[src/rtl/amo_pkg.sv]
// Shared types for the atomic read-modify-write sequencer.
// Assumes a single outstanding operation and fixed one-cycle read latency.
package amo_pkg;

    localparam logic [7:0] OPC_AMO_WORD  = 8'hc3;
    localparam logic [7:0] OPC_AMO_DWORD = 8'hdb;

    localparam logic [7:0] SEL_ADD   = 8'h00;
    localparam logic [7:0] SEL_OR    = 8'h40;
    localparam logic [7:0] SEL_AND   = 8'h50;
    localparam logic [7:0] SEL_XOR   = 8'ha0;
    localparam logic [7:0] SEL_XCHG  = 8'he1;
    localparam logic [7:0] SEL_CMPX  = 8'hf1;
    localparam logic [7:0] SEL_FETCH = 8'h01;

    typedef enum logic [2:0] {
        ST_IDLE,
        ST_READ,
        ST_MODIFY,
        ST_WRITE,
        ST_DONE
    } amo_state_e;

    typedef enum logic [2:0] {
        K_ADD,
        K_OR,
        K_AND,
        K_XOR,
        K_XCHG,
        K_CMPX
    } amo_kind_e;

    typedef struct packed {
        amo_kind_e kind;
        logic      fetch;   // return old value into source register
        logic      dword;   // 64-bit access
    } amo_cmd_t;

endpackage

[src/rtl/amo_decode.sv]
// Command decoder: classifies opcode and selector, flags unsupported forms.
// Assumes the operation selector lives in the low byte of the immediate
// and that all higher immediate bits must be zero.
module amo_decode
    import amo_pkg::*;
#(
    parameter int IMMW = 32
) (
    input  logic [7:0]      opcode,
    input  logic [IMMW-1:0] imm,
    output logic            legal,
    output amo_cmd_t        cmd
);

    logic       size_ok;
    logic       sel_ok;
    logic [7:0] sel;

    assign sel = imm[7:0];

    // Size check: only the word and double-word atomic opcodes are accepted.
    always_comb begin
        size_ok = (opcode == OPC_AMO_WORD) || (opcode == OPC_AMO_DWORD);
    end

    // Selector decode: map the low immediate byte to an operation kind.
    always_comb begin
        cmd.dword = (opcode == OPC_AMO_DWORD);
        cmd.fetch = 1'b0;
        cmd.kind  = K_ADD;
        sel_ok    = 1'b1;
        case (sel)
            SEL_ADD:             cmd.kind = K_ADD;
            SEL_ADD | SEL_FETCH: begin cmd.kind = K_ADD; cmd.fetch = 1'b1; end
            SEL_OR:              cmd.kind = K_OR;
            SEL_OR  | SEL_FETCH: begin cmd.kind = K_OR;  cmd.fetch = 1'b1; end
            SEL_AND:             cmd.kind = K_AND;
            SEL_AND | SEL_FETCH: begin cmd.kind = K_AND; cmd.fetch = 1'b1; end
            SEL_XOR:             cmd.kind = K_XOR;
            SEL_XOR | SEL_FETCH: begin cmd.kind = K_XOR; cmd.fetch = 1'b1; end
            SEL_XCHG:            begin cmd.kind = K_XCHG; cmd.fetch = 1'b1; end
            SEL_CMPX:            cmd.kind = K_CMPX;
            default:             sel_ok = 1'b0;
        endcase
    end

    // Legality: supported size, known selector, clean upper immediate.
    always_comb begin
        legal = size_ok && sel_ok && (imm[IMMW-1:8] == '0);
    end

endmodule

[src/rtl/amo_alu.sv]
// Modify stage: forms the new memory value and the compare result.
// Assumes the old value and operands are already masked to the access size;
// the result is masked again so word operations wrap at 32 bits.
module amo_alu
    import amo_pkg::*;
#(
    parameter int XLEN = 64
) (
    input  amo_cmd_t        cmd,
    input  logic [XLEN-1:0] old_val,
    input  logic [XLEN-1:0] src,
    input  logic [XLEN-1:0] r0,
    output logic [XLEN-1:0] new_val,
    output logic            cmp_hit
);

    localparam int HALF = XLEN / 2;

    logic [XLEN-1:0] raw;
    logic [XLEN-1:0] keep;

    // Lane mask: upper half kept only for double-word access.
    generate
        for (genvar g = 0; g < XLEN; g++) begin : g_keep
            if (g < HALF) begin : g_lo
                assign keep[g] = 1'b1;
            end else begin : g_hi
                assign keep[g] = cmd.dword;
            end
        end
    endgenerate

    // Operation select on full-width operands.
    always_comb begin
        case (cmd.kind)
            K_ADD:   raw = old_val + src;
            K_OR:    raw = old_val | src;
            K_AND:   raw = old_val & src;
            K_XOR:   raw = old_val ^ src;
            default: raw = src;           // exchange and compare-exchange
        endcase
    end

    // Result masking and compare against the accumulator.
    always_comb begin
        new_val = raw & keep;
        cmp_hit = (old_val == r0);
    end

endmodule

[src/rtl/amo_ctrl.sv]
// Sequencer: idle -> read -> modify -> write -> done, write skipped on a
// compare miss. Rejected commands produce a one-cycle illegal pulse.
// Assumes read data is valid in the modify cycle.
module amo_ctrl
    import amo_pkg::*;
(
    input  logic       clk,
    input  logic       rst_n,
    input  logic       start,
    input  logic       legal,
    input  logic       skip_write,
    output amo_state_e state,
    output logic       illegal
);

    amo_state_e nxt;

    // Next-state selection.
    always_comb begin
        nxt = state;
        case (state)
            ST_IDLE:   if (start && legal) nxt = ST_READ;
            ST_READ:   nxt = ST_MODIFY;
            ST_MODIFY: nxt = skip_write ? ST_DONE : ST_WRITE;
            ST_WRITE:  nxt = ST_DONE;
            ST_DONE:   nxt = ST_IDLE;
            default:   nxt = ST_IDLE;
        endcase
    end

    // State register with synchronous reset.
    always_ff @(posedge clk) begin
        if (!rst_n) state <= ST_IDLE;
        else        state <= nxt;
    end

    // Illegal pulse for a rejected command seen while idle.
    always_ff @(posedge clk) begin
        if (!rst_n) illegal <= 1'b0;
        else        illegal <= (state == ST_IDLE) && start && !legal;
    end

endmodule

[src/rtl/amo_seq.sv]
// Atomic read-modify-write sequencer top. Latches the command at start,
// runs a locked read then optional write at base+offset, and reports the
// register writeback on a done pulse.
// Assumes a memory port with one-cycle read latency and no stall.
module amo_seq
    import amo_pkg::*;
#(
    parameter int XLEN = 64,
    parameter int OFFW = 16,
    parameter int IMMW = 32
) (
    input  logic            clk,
    input  logic            rst_n,
    input  logic            start,
    input  logic [7:0]      opcode,
    input  logic [IMMW-1:0] imm,
    input  logic [XLEN-1:0] base,
    input  logic [OFFW-1:0] offset,
    input  logic [XLEN-1:0] src_val,
    input  logic [XLEN-1:0] r0_val,
    output logic            busy,
    output logic            illegal,
    output logic            done,
    output logic            src_we,
    output logic [XLEN-1:0] src_wdata,
    output logic            r0_we,
    output logic [XLEN-1:0] r0_wdata,
    output logic            mem_req,
    output logic            mem_we,
    output logic            mem_lock,
    output logic            mem_size,
    output logic [XLEN-1:0] mem_addr,
    output logic [XLEN-1:0] mem_wdata,
    input  logic [XLEN-1:0] mem_rdata
);

    localparam int HALF = XLEN / 2;

    amo_state_e      state;
    amo_cmd_t        dec_cmd;
    logic            dec_legal;
    amo_cmd_t        cmd_q;
    logic [XLEN-1:0] addr_q;
    logic [XLEN-1:0] src_q;
    logic [XLEN-1:0] r0_q;
    logic [XLEN-1:0] old_q;
    logic [XLEN-1:0] new_q;
    logic [XLEN-1:0] rd_masked;
    logic [XLEN-1:0] alu_new;
    logic            alu_hit;
    logic            skip_write;
    logic            accept;

    amo_decode #(.IMMW(IMMW)) u_dec (
        .opcode (opcode),
        .imm    (imm),
        .legal  (dec_legal),
        .cmd    (dec_cmd)
    );

    amo_alu #(.XLEN(XLEN)) u_alu (
        .cmd     (cmd_q),
        .old_val (rd_masked),
        .src     (src_q),
        .r0      (r0_q),
        .new_val (alu_new),
        .cmp_hit (alu_hit)
    );

    amo_ctrl u_ctrl (
        .clk        (clk),
        .rst_n      (rst_n),
        .start      (start),
        .legal      (dec_legal),
        .skip_write (skip_write),
        .state      (state),
        .illegal    (illegal)
    );

    // Accept condition and size masking of returned read data.
    always_comb begin
        accept     = (state == ST_IDLE) && start && dec_legal;
        rd_masked  = cmd_q.dword ? mem_rdata : {{HALF{1'b0}}, mem_rdata[HALF-1:0]};
        skip_write = (cmd_q.kind == K_CMPX) && !alu_hit;
    end

    // Command and operand latch at acceptance, operands masked to size.
    always_ff @(posedge clk) begin
        if (!rst_n) begin
            cmd_q  <= '{kind: K_ADD, fetch: 1'b0, dword: 1'b0};
            addr_q <= '0;
            src_q  <= '0;
            r0_q   <= '0;
        end else if (accept) begin
            cmd_q  <= dec_cmd;
            addr_q <= base + {{(XLEN-OFFW){offset[OFFW-1]}}, offset};
            src_q  <= dec_cmd.dword ? src_val : {{HALF{1'b0}}, src_val[HALF-1:0]};
            r0_q   <= dec_cmd.dword ? r0_val  : {{HALF{1'b0}}, r0_val[HALF-1:0]};
        end
    end

    // Capture of old value and computed new value in the modify cycle.
    always_ff @(posedge clk) begin
        if (!rst_n) begin
            old_q <= '0;
            new_q <= '0;
        end else if (state == ST_MODIFY) begin
            old_q <= rd_masked;
            new_q <= alu_new;
        end
    end

    // Memory port and completion outputs decoded from the state.
    always_comb begin
        busy      = (state != ST_IDLE);
        mem_req   = (state == ST_READ) || (state == ST_WRITE);
        mem_we    = (state == ST_WRITE);
        mem_lock  = (state == ST_READ) || (state == ST_MODIFY) || (state == ST_WRITE);
        mem_size  = cmd_q.dword;
        mem_addr  = addr_q;
        mem_wdata = new_q;
        done      = (state == ST_DONE);
        src_we    = done && cmd_q.fetch;
        r0_we     = done && (cmd_q.kind == K_CMPX);
        src_wdata = old_q;
        r0_wdata  = old_q;
    end

endmodule

[config.mk]
export PLATFORM = sky130hd
export DESIGN_NAME = amo_seq
export DESIGN_NICKNAME = d
export VERILOG_FILES = /design/src/rtl/amo_pkg.sv /design/src/rtl/amo_decode.sv /design/src/rtl/amo_alu.sv /design/src/rtl/amo_ctrl.sv /design/src/rtl/amo_seq.sv
export SDC_FILE = /design/constraint.sdc
export NUM_CORES = 1
export LEC_CHECK = 0
export BUFFER_PORTS_ARGS = -buffer_cell sky130_fd_sc_hd__buf_2
export CAP_MARGIN = 30
export CORE_AREA = 2 2 222 224
export CTS_CLUSTER_SIZE = 10
export DETAILED_ROUTE_END_ITERATION = 7
export DIE_AREA = 0 0 224 226
export GPL_TIMING_DRIVEN = 0
export MAX_ROUTING_LAYER = met4
export PLACE_DENSITY_LB_ADDON = 0.1
export SLEW_MARGIN = 10
export SYNTH_ARGS = -nofsm -noshare
export SYNTH_HDL_FRONTEND = slang
export SYNTH_SLANG_ARGS = --single-unit
export TNS_END_PERCENT = 10
[constraint.sdc]
create_clock -name clk -period 7.15 [get_ports clk]
set_clock_uncertainty 0.2 [all_clocks]
set_input_delay 1.0725 -clock clk [delete_from_list [all_inputs] [get_ports clk]]
set_output_delay 1.0725 -clock clk [all_outputs]
set_load 0.02 [all_outputs]
==> results of run 1 <==
[metrics by stage]
step | power [mW] | utilization [%]
floorplan | 2.26 | -
global placement | 2.53 | 57.4
detailed placement | 2.53 | 57.5
CTS | 4.44 | 60.0
global route | 4.58 | 60.1
finish | 4.45 | 60.1
[worst paths after layout]
path,from,end
setup / recovery,mem_size,mem_wdata[59]
setup reg to reg,mem_size,mem_wdata[59]
hold reg to reg,mem_addr[6],mem_addr[6]
hold / removal,mem_addr[6],mem_addr[6]
[worst max-delay path, stage by stage (launching register included)]
cell and delay [ns]:
dfxtp_1 0.50, clkbuf_1 0.36, clkbuf_1 0.68, buf_1 0.58
nand2_1 0.36, ha_1 0.55, nand2_1 0.13, nor2_1 0.22
nor4bb_1 0.55, nand2_1 0.17, a211o_1 0.36, a21oi_2 0.22
o311a_2 0.32, a211oi_2 0.16, or4b_1 0.49, a31oi_1 0.18
[layout make-up]
| cell class | instances | area (um2) | share of cell area [%] |
|---|---|---|---|
| clock buffers | 51 | 1150 | 3.95 |
| diodes | 18 | 45.0 | 0.155 |
| plain buffers | 263 | 1250 | 4.30 |
| flip-flops and latches | 329 | 6590 | 22.7 |
| inverters | 212 | 796 | 2.74 |
| multi-input cells | 2465 | 15400 | 53.2 |
| clock inverters | 6 | 38.8 | 0.134 |
| repair buffers | 582 | 2960 | 10.2 |
| well taps | 622 | 778 | 2.68 |
[logic make-up (layout without fill, tap and decap cells)]
logic type	count (synthesis)	count (layout)	synth area share, %
compound gates	943	943	23.6
xor+xnor	162	162	5.89
fa+ha+maj	193	193	10.1
other cells	0	18	0
simple gates	1078	1078	19.5
flops	329	329	27.4
mux	89	89	5.06
buf+inv	475	1114	8.49
[sequential cells by signal, indices dropped and copies added (netlist names)]
signal / flops
mem_addr: 64
mem_wdata: 64
r0_q: 64
r0_wdata: 64
src_q: 64
cmd_q: 4
u_ctrl.state: 3
mem_size: 1
u_ctrl.illegal: 1
[metal layers]
| metal | GRT usage, % | vias to the layer above | routed length, um |
|---|---|---|---|
| met1 | 49.9 | 12500 | 41700 |
| met4 | 20.8 | 0 | 5860 |
| li1 | - | 12600 | - |
| met3 | 9.20 | 249 | 10400 |
| met5 | - | - | 0 |
| met2 | 67.0 | 1357 | 49000 |
[layout by cell type (no fill, tap or decap), types with 10 or more instances in the layout]
cell type and instances:
or3_1 13, ha_1 191, o21ai_0 166, a21o_1 73, and3_1 13, nor2b_1 16, diode_2 18, clkbuf_16 43
o21bai_1 30, a22oi_1 28, xor2_1 59, dfxtp_1 329, nand4_1 50, inv_1 210, o211ai_1 22, buf_1 21
nand3b_1 11, buf_2 584, nor4_1 29, xnor2_1 103, nor2_1 173, buf_4 67, mux4_2 26, nand2b_1 11
mux2i_1 62, o21a_1 14, a211oi_1 35, o31ai_1 10, a31oi_1 28, nand3_1 69, clkbuf_1 172, nor3_1 35
a21oi_1 430, and2_1 12, nand2_1 618, a221oi_1 21
[power by group]
group          leakage, nW  internal (mW)  total, mW  switching (mW)
Clock                0.580           1.11       1.95           0.832
Combinational         9.55          0.258      0.672           0.414
Sequential            2.65           1.83       1.83       0.0000453
==> run_results.csv, run 1 <==
group,metric,value,unit
outcome,status,"finished, final reports clean",
clock_tree,ctsResizeCount,0,
clock_tree,cts_buffer_depth,3,
global_route,grtUsageTotal,41.9,%
timing,max-slew-margin-rel,22.6,%
timing,rsz0062_at_grt,"no",
floorplan,die_h,226,um
global_route,grt_max_degree,37,
clock_tree,cts_made_buffers,41,
power_and_ir_drop,powerDensity,153,nW/um2
synth,synth_nets,3777,
layout,nFillCells,4807,
synth,yosysSeqAreaShare,27.4,%
timing,fin_crit,6.11,ns
synth,async_reset_ff_share,0,%
critical_path,r2r_cells,15,
critical_path,cp.arrival,6.41,ns
timing,max_freq,164,MHz
timing,worst_slew_pin_slew,1.16,ns
synth,synth_most_common_cell,"nand2_1",
clock_tree,clk_latency,0.59,ns
placed_design,place.gp.congestion,1.04,
min_path,worstHoldPathType,"flop to flop",
critical_path,crit_path_max_fanout,10,
global_route,antenna_found_initial,18,
synth,avgSynthCellArea,7.36,um2
floorplan,die_w,224,um
routing,via_per_inst,5.87,
synth,synth_cell_types,82,
routing,ant_nets,0,
clock_tree,cts_tree,"done",
routing,via_count,26700,
layout,nNetsFinal,4402,
placed_design,post_dp_cell_area,27800,um2
timing,holdWs,0.249,ns
critical_path,crit_type,"flop to flop",
placed_design,dp_slack,1.26,ns
routing,drc,0,
synth,synth_area,24100,um2
global_route,grt_pass1_vias,24700,
floorplan,start_util,49.8,%
critical_path,start_kind,"flop",
critical_path,cp.required,7.45,ns
power_and_ir_drop,p_leak,12.8,nW
synth,synthTopCellsByArea,"dfxtp_1 (27%), ha_1 (9.9%), nand2_1 (9.6%)",
routing,routed_wl,107000,um
timing,post-route-period-util,85.5,%
critical_path,rrSetupSlack,1.04,ns
layout,fin_cells,4548,
synth,ys_warn_count,0,
clock_tree,cts_root_buf,"clkbuf_16",
synth,synth_common_cells,"nand2_1 (618), a21oi_1 (430), dfxtp_1 (329)",
clock_tree,htree_levels,2,
clock_tree,ctsHoldBuffers,0,
layout,fin_area,29000,um2
timing,finalWorstSetupSlack,1.04,ns
placed_design,portBuffers,577,
placed_design,dp_hpwl,86200,um
synth,synth_top_area_cell,"dfxtp_1",
timing,tns,0,ns
clock_tree,clk_pin_slew,0.06,ns
placed_design,dpl.cell_count,4472,
timing,setup_viol,0,
routing,drt_iter0_drc,2577,
synth,synthFlopType,"dfxtp_1",
synth,syn_inst,3269,
min_path,holdPathStages,2,
routing,drtPass1Iterations,6,
synth,ys_ff_latch,329,
clock_tree,post_cts_buffers,0,
routing,wire_per_inst,23.5,um
timing,hold_viol,0,
clock_tree,cts_num_sinks,329,
synth,synth-edff-count,0,
flow_run,drv_cap,0,
floorplan,die_area,50600,um2
floorplan,io_pins,580,
global_route,grt_overflow,0,
critical_path,critPathCaptureType,"flop",
global_route,grt_pass1_wl,154000,um
power_and_ir_drop,vdd_ir_drop_max,0.160,mV
floorplan,num_rows,81,
layout,drive_gt1_share,19.4,%
floorplan,coreArea,48300,um2
layout,area_delta_synth_final,20.7,%
timing,slew_viol_final,0,
synth,yosysTopAreaCellShare,27.4,%
(Power assumes the default switching activity.)
==> run 2: changes to the inputs <==
--- a/config.mk
+++ b/config.mk
@@ -7,10 +7,11 @@
 export LEC_CHECK = 0
 export BUFFER_PORTS_ARGS = -buffer_cell sky130_fd_sc_hd__buf_2
 export CAP_MARGIN = 30
-export CORE_AREA = 2 2 222 224
+export CORE_ASPECT_RATIO = 0.5
+export CORE_MARGIN = 2
+export CORE_UTILIZATION = 60
 export CTS_CLUSTER_SIZE = 10
 export DETAILED_ROUTE_END_ITERATION = 7
-export DIE_AREA = 0 0 224 226
 export GPL_TIMING_DRIVEN = 0
 export MAX_ROUTING_LAYER = met4
 export PLACE_DENSITY_LB_ADDON = 0.1
==> run_results.csv, run 2 (synthesized netlist as in run 1, its figures left out) <==
group,metric,value,unit
outcome,status,"complete, but fails checks",
outcome,violations,"design-rule violations",
global_route,grt_pass1_vias,27000,
critical_path,critPathCaptureType,"flop",
layout,multi_input_area,15400,um2
min_path,worstHoldPathType,"flop to flop",
routing,drc,1,
layout,nNetsFinal,4405,
clock_tree,post_cts_buffers,0,
critical_path,cp.required,7.44,ns
clock_tree,cts_buffer_depth,3,
power_and_ir_drop,p_int,3.10,mW
global_route,antenna_found_initial,11,
floorplan,io_pins,580,
timing,tns,0,ns
routing,via_count,28300,
critical_path,worst_path_largest_cell_delay,0.74,ns
clock_tree,ctsResizeCount,0,
global_route,grtUsageTotal,48.4,%
routing,drtPass1Iterations,8,
clock_tree,cts_made_buffers,39,
placed_design,post_dp_cell_area,27700,um2
clock_tree,cts_num_sinks,329,
timing,max-slew-margin-rel,26.3,%
layout,drive_gt1_share,19.3,%
critical_path,cp.arrival,6.35,ns
layout,regArea,6590,um2
layout,area_delta_synth_final,19.8,%
global_route,grt_pass1_wl,153000,um
timing,max_freq,165,MHz
layout,fin_area,28800,um2
timing,hold_viol,0,
clock_tree,htree_levels,2,
critical_path,start_kind,"flop",
critical_path,path_cells,"clkbuf_1, clkbuf_1, buf_1, nand2_1, ha_1, clkbuf_1, inv_1, nor4bb_1, nand2_1, a211o_1, a21oi_2, o311a_2, a211oi_2, or4b_1, a31oi_1",
placed_design,dp_hpwl,79800,um
placed_design,portBuffers,577,
layout,mostFrequentLayoutCell,"nand2_1",
floorplan,coreArea,39200,um2
power_and_ir_drop,p_clk_share,42.5,%
critical_path,crit_type,"flop to flop",
layout,final_cell_mix,"nand2_1 (618), buf_2 (584), a21oi_1 (430)",
power_and_ir_drop,power.switching,1.25,mW
power_and_ir_drop,seqPwrFrac,42.2,%
critical_path,crit_path_max_fanout,10,
routing,drt_iter0_drc,3263,
critical_path,crit_family,"buffers and inverters",
flow_run,drv_cap,0,
floorplan,die_area,41800,um2
timing,slew_viol_final,0,
routing,via_per_inst,6.36,
timing,post-route-period-util,84.8,%
global_route,grt_max_degree,50,
critical_path,critPathSlowestCell,"clkbuf_1",
power_and_ir_drop,pwr-share-comb,15.3,%
critical_path,cp_num_buf_inv,5,
clock_tree,cts_tree,"done",
timing,worst_slew_pin_slew,1.11,ns
routing,wire_per_inst,23.2,um
floorplan,start_util,61.3,%
clock_tree,ctsHoldBuffers,0,
power_and_ir_drop,vdd_ir_drop_max,0.174,mV
routing,routed_wl,103000,um
floorplan,num_rows,51,
power_and_ir_drop,sw_frac_of_total,28.7,%
placed_design,place.gp.congestion,1.08,
timing,setup_viol,0,
timing,rsz0062_at_grt,"no",
critical_path,cpMostUsedCell,"clkbuf_1",
layout,nFillCells,3096,
floorplan,die_w,287,um
global_route,grt_overflow,0,
clock_tree,clk_latency,0.57,ns
power_and_ir_drop,powerDensity,151,nW/um2
routing,ant_nets,0,
clock_tree,clk_pin_slew,0.07,ns
clock_tree,cts_root_buf,"clkbuf_16",
timing,fin_crit,6.06,ns
floorplan,die_h,146,um
power_and_ir_drop,p_leak,12.7,nW
run 2: cell types whose count changed in the layout (fill, tap and decap cells not counted):
| cell | before | now |
|---|---|---|
| clkinv_2 | 3 | 0 |
| clkbuf_2 | 0 | 1 |
| clkbuf_8 | 4 | 1 |
| clkinvlp_4 | 2 | 1 |
| diode_2 | 18 | 11 |
| buf_6 | 1 | 4 |
| clkbuf_16 | 43 | 40 |
| clkinv_8 | 0 | 1 |
| buf_4 | 67 | 68 |
run 2: area by class of cell:
cell class	instances	share of cell area, %
repair buffers	587	10.4
flip-flops and latches	329	22.8
inverters	212	2.76
clock inverters	3	0.113
multi-input cells	2465	53.6
well taps	530	2.30
clock buffers	45	3.57
plain buffers	263	4.33
diodes	11	0.0955
run 2: through the flow:
stage                     utilization (%)  std cells  worst slack (ns)  total power [mW]  hold WS (ns)
final                                73.5       4445              1.09              4.35         0.246
after global routing                 73.5       4445             0.999              4.44         0.268
after CTS                            73.2       4428              1.45              4.29         0.250
after detailed placement             70.5       4380              1.50              2.51         0.242
after global placement               70.4       4376              1.47              2.50         0.237
after floorplan                         -       3269              2.95              2.26         0.228
run 2: metal layers:
layer / global-route usage, % / wire length [um]
met1: 57.0 / 37900
met2: 72.3 / 44200
met3: 13.7 / 13200
met4: 31.5 / 7940
met5: - / 0
run 2: path summary, 6_finish.rpt:
| path | from | end | slack [ns] | depth (start not counted) |
|---|---|---|---|---|
| worst min register to register | mem_addr[21] | mem_addr[21] | 0.25 | 2 |
| worst min-delay path | mem_addr[21] | mem_addr[21] | 0.25 | 2 |
| worst max register to register | mem_size | mem_wdata[59] | 1.09 | 15 |
| worst max-delay path | mem_size | mem_wdata[59] | 1.09 | 15 |
run 2: power by group through the flow:
stage | sequential [mW] | combinational (mW) | clock (mW)
6_report | 1.83 | 0.666 | 1.85
4_1_cts | 1.83 | 0.639 | 1.82
3_3_place_gp | 1.87 | 0.626 | 0
5_1_grt | 1.83 | 0.716 | 1.89
2_1_floorplan | 1.87 | 0.387 | 0
3_5_place_dp | 1.87 | 0.633 | 0
run 2: tightest hold or removal path: stages (launching register included):
cell	delay (ns)
dfxtp_1	0.30
nand2_1	0.05
a21oi_1	0.05
